<file path="src/rtl/seatbelt_alarm.sv">
module seatbelt_alarm #(
  parameter int GRACE_TICKS = 5,
  parameter int ALARM_TICKS = 5
) (
  input  logic clk,
  input  logic rst_n,
  input  logic tick,
  input  logic key_on,
  input  logic belt_on,
  output logic alarm,
  output logic timer_start
);
  localparam int TOTAL = GRACE_TICKS + ALARM_TICKS;
  localparam int CW = $clog2(TOTAL + 1);

  typedef enum logic [1:0] {S_OFF, S_WAIT, S_ALARM} state_t;

  state_t        state, state_nx;
  logic          key_q;
  logic [CW-1:0] cnt;

  wire key_rise  = key_on & ~key_q;
  wire grace_end = tick && (cnt == CW'(GRACE_TICKS - 1));
  wire alarm_end = tick && (cnt == CW'(TOTAL - 1));

  always_comb begin
    state_nx = state;
    case (state)
      S_OFF:   if (key_rise) state_nx = S_WAIT;
      S_WAIT:  if (!key_on || belt_on) state_nx = S_OFF;
               else if (grace_end) state_nx = S_ALARM;
      S_ALARM: if (!key_on || belt_on || alarm_end) state_nx = S_OFF;
      default: state_nx = S_OFF;
    endcase
  end

  always_ff @(posedge clk) begin
    if (!rst_n) begin
      state       <= S_OFF;
      key_q       <= 1'b0;
      cnt         <= '0;
      timer_start <= 1'b0;
    end else begin
      state       <= state_nx;
      key_q       <= key_on;
      timer_start <= (state == S_OFF) && (state_nx == S_WAIT);
      if (state == S_OFF) cnt <= '0;
      else if (tick)      cnt <= cnt + 1'b1;
    end
  end

  assign alarm = (state == S_ALARM);

  a_r1_cnt_bound: assert property (@(posedge clk) disable iff (!rst_n)
    cnt <= CW'(TOTAL));
  a_r2_start_single: assert property (@(posedge clk) disable iff (!rst_n)
    timer_start |=> !timer_start);
  a_r2_start_from_idle: assert property (@(posedge clk) disable iff (!rst_n)
    timer_start |-> ($past(state) == S_OFF) && $past(key_on) && !alarm);
  a_r3_alarm_on_tick: assert property (@(posedge clk) disable iff (!rst_n)
    $rose(alarm) |-> $past(tick) && ($past(state) == S_WAIT));
  a_r7_belt_clears: assert property (@(posedge clk) disable iff (!rst_n)
    (alarm && belt_on) |=> !alarm);
  a_r7_key_clears: assert property (@(posedge clk) disable iff (!rst_n)
    (alarm && !key_on) |=> !alarm);
  a_r9_wait_holds: assert property (@(posedge clk) disable iff (!rst_n)
    (state == S_WAIT && !tick && key_on && !belt_on) |=> (state == S_WAIT) && !alarm);
  a_r8_no_self_arm: assert property (@(posedge clk) disable iff (!rst_n)
    (state == S_OFF && key_q && key_on) |=> !timer_start);
endmodule

</file>
<file path="config.mk">
export PLATFORM = sky130hd
export DESIGN_NAME = seatbelt_alarm
export DESIGN_NICKNAME = d
export VERILOG_FILES = /design/src/rtl/seatbelt_alarm.sv
export SDC_FILE = /design/constraint.sdc
export NUM_CORES = 1
export LEC_CHECK = 0
export ABC_AREA = 1
export CAP_MARGIN = 25
export CORE_AREA = 3 3 40 42
export CTS_CLUSTER_DIAMETER = 80
export DETAILED_ROUTE_END_ITERATION = 16
export DIE_AREA = 0 0 43 45
export DONT_BUFFER_PORTS = 1
export PLACE_DENSITY = 0.45
export SYNTH_ARGS = -nofsm -noshare
export SYNTH_HDL_FRONTEND = slang
export SYNTH_SLANG_ARGS = --single-unit
export TNS_END_PERCENT = 100
</file>
<file path="constraint.sdc">
create_clock -name clk -period 1.7 [get_ports clk]
set_clock_uncertainty 0.05 [all_clocks]
set_input_delay 0.085 -clock clk [delete_from_list [all_inputs] [get_ports clk]]
set_output_delay 0.085 -clock clk [all_outputs]
set_load 0.02 [all_outputs]
</file>
# Yosys cells after proc, flatten, opt, wreduce, memory -nomap -nowiden
# Index checks and enable logic that the tools add are counted.
# word_totals
register_bits	8
input_bits	5
output_inout_bits	2
wordCells	26
# op_classes
add_sub_neg	1
n_eq_ne	5
muxes	5
bitwise_logic	3
reduce_logical	8
# op_table
operator	count
two-way mux 2 bit	4
one-hot mux 2 bit (3 select lines)	1
adder 4 x 1 -> 4 bit, second input constant	1
== test 2 x 1 -> 1 bit, second input constant	2
== test 4 x 3 -> 1 bit, second input constant	1
== test 4 bit, second input constant	1
logical AND 1 bit	3
== test 2 bit, second input constant	1
logical NOT 2 bit	1
logical OR 1 bit	2
inverter 1 bit	2
OR reduction 2 bit	1
AND 1 bit	1
logical NOT 1 bit	1

# Longest topological paths before layout
# logic_depth
ltp_word	7
depth_mapped	6
ltp_nobuf	6

# Least setup slack after synthesis
# Ideal clock, no wire load.
# synth_timing
kind	register to register
from	reg cnt[0]
to	reg cnt[1]
setup_ps	109
t_arrival_ps	911
t_required_ps	1541
path_slack_ps	630
path_stages_with_launch	7
n_path_buf	0
period_less_slack_ps	1070
cell_sequence	dfxtp_1 inv_1 ha_1 nand2_1 o21ai_0 nand2_1 inv_1
# synth_between
elab_chain_len	1
# synth_rtl
item	line_no	source
start: declaration	20	logic [CW-1:0] cnt;
start signal: assignment	48	else if (tick) cnt <= cnt + 1'b1;
adder 4 x 1 -> 4 bit	48	
# No other way between the ends.
# A chain may end at the register's enable or synchronous reset.

# Worst setup path after layout
# layout_timing
from	in key_on
to	reg key_q
# layout_lines
item	line_no	source
start: declaration	8	input logic key_on,
end signal: assignment	45	key_q <= key_on;
end: declaration	19	logic key_q;
# No word-level cell between the ends.

==> qor.txt <==
run status = complete, no violations
nets = 77
worst-case clock buffer depth = 2
max-slew violations = 0
Skew-Pair Late Insertion Delay = 0.25 ns
Lkg Pwr = 0.000216 uW
Setup Fix Bufs, Post-CTS = 0
I/O pin cnt = 7
GRT met3 Usage = 5.98%
Tmin final = 1.22 ns
final WL = 829 microns
Tot GR Track Use = 10.4%
Yosys reg bits = 8
DR pass1 iterations = 4
Chip Width = 43 microns
dpl cells = 75
clk root buf = clkbuf_4
CP Buf/Inv Count = 3
max_cap viols = 0
crit path launch type = input port
most common cell after layout, fill and taps aside = nand2_1
first-pass GRT wire length = 1.40 mm
IO buf count = 0
Netlist cell types = 15
syn avg cell area = 7.08 sq um
antenna cells = 0
placement row count = 13
Post-Synthesis Cells = 61
RSZ-0062 raised after global routing = false
placer congestion estimate = 0.720
share of post-route cells with drive strength above 1 = 13.4%
Num CTS Buffers = 3
CTS Sinks = 8
largest net degree at the start of global routing = 6
Worst Path Required = 1.79 ns
sequential share of the synthesized area = 37.1%
CTS H-tree lvls = 1
dpl hpwl = 585 microns
GR Util met1 = 10.9%
Worst VDD drop = 0.000456 V
CTS Hold Buffers Added = 4
final setup vio count = 0
CP Max Fanout = 2
Post-DRT Antenna Nets = 0
Die ar. = 0.00194 sq mm
Ys Warns = 0
Hold Crit Class = in -> reg
post-CTS sizing = 0
worst path arrival time = 1.31 ns
Worst-path clk slew = 0.06 ns
M2 GR Usage = 16.5%
Initial Util = 33.6%
vias in the first global route = 352
slew margin rel. = 86.1%
critical-path cell list = dlygate4sd3_1 > nand2_1 > dlygate4sd3_1 > inv_1
pwr dens = 737 mW/mm^2
area added between synthesis and finish = 16.2%
WS Path Type = in -> reg
most frequent cells in the layout = nand2_1, inv_1, nor2_1, dfxtp_1, dlygate4sd3_1
Syn Std Cell Area = 432 sq um
Mapped Nets = 69
crit-path max cell delay = 0.56 ns
Detailed Route Iter0 Violations = 1
GRT Max-Usage Layer = met2
non-filler instance count after layout = 82
fmax = 822 MHz
CTS tree = built
fin crit share = 71.6%
most used cell, CP = dlygate4sd3_1
initial antenna violation count = 0
critical path's top delay family = buffers and inverters
DRC Markers = 0
crit path capture type = flop
setup TNS = 0 ns
Hold Fails Final Rpt = 0
Wirelength per Cell = 10.1 microns
die extent in y = 45 microns
total grt overflow = 0
vias per inst = 4.29
Tightest Pin Transition = 0.209 ns
Placeable Area = 0.00128 sq mm
Slowest cell on crit path = dlygate4sd3_1
r2r setup slk = 0.55 ns
vias = 352
-- cell type report --
cell class / count / area, sq um
fill: 142 / 783
sequential: 8 / 160
multi-input combinational: 40 / 215
clock buffer: 3 / 22.5
inverter: 12 / 45.0
timing repair buffer: 4 / 40.0
tap: 15 / 18.8
-- cell usage after synthesis --
master / number / area (sq um)
a21oi_1: 2 / 10.0
nor2_2: 1 / 6.26
nor3b_2: 1 / 12.5
ha_1: 3 / 37.5
o21ai_0: 1 / 5.00
a21oi_2: 1 / 8.76
nor2_1: 8 / 30.0
nor3_1: 1 / 5.00
nor2_4: 1 / 11.3
nand4_1: 2 / 12.5
buf_6: 1 / 11.3
nand2_2: 2 / 12.5
dfxtp_1: 8 / 160
inv_1: 12 / 45.0
nand2_1: 17 / 63.8
-- sequential cells by signal, indices dropped and copies added (netlist names) --
signal,count
state,2
key_q,1
timer_start,1
cnt,4
-- per-stage QoR --
step | total power (uW) | util (%) | hold slack [ns] | instance area [sq um] | setup slack, ns
final | 370 | 39.0 | 0.0108 | 502 | 0.483
after global routing | 392 | 39.0 | 0.0173 | 502 | 0.435
after CTS | 378 | 39.0 | 0.00634 | 502 | 0.535
after detailed placement | 221 | 34.2 | 0.143 | 439 | 0.563
after global placement | 221 | 34.2 | 0.137 | 439 | 0.577
after floorplan | 222 | - | 0.128 | 432 | 0.630
-- worst reg2reg max path, delay by kind of cell, from the launching register on --
kind	cells	cell delay, ns
compound gates	1	0.08
fa+ha+maj	1	0.29
buf+inv	2	0.10
flops	1	0.41
simple gates	2	0.13
-- metal layers --
| metal | wire (microns) | up-vias |
|---|---|---|
| met5 | 0 | - |
| met4 | 11 | 0 |
| met3 | 24 | 2 |
| met2 | 406 | 4 |
| met1 | 386 | 152 |
| li1 | - | 194 |
-- kinds of logic after synthesis --
| kind of cell | count (synthesis) | share of synthesized area, % |
|---|---|---|
| and+or+nand+nor | 33 | 35.7 |
| buffers and inverters | 13 | 13.0 |
| DFF | 8 | 37.1 |
| AOI/OAI and AO/OA | 4 | 5.51 |
| adders and majority gates | 3 | 8.70 |
-- power breakdown --
group | switching, uW | internal [uW]
clock | 62.2 | 80.6
combinational | 16.4 | 13.5
sequential | 4.19 | 193
total | 82.8 | 287
-- final timing paths --
kind | from | to | cells past startpoint
setup reg to reg | cnt[0] | cnt[1] | 6
hold reg to reg | key_q | timer_start | 3
setup / recovery | key_on | key_q | 4
hold / removal | tick | state[1] | 4
Note: power is estimated with default switching activity, not from simulation.
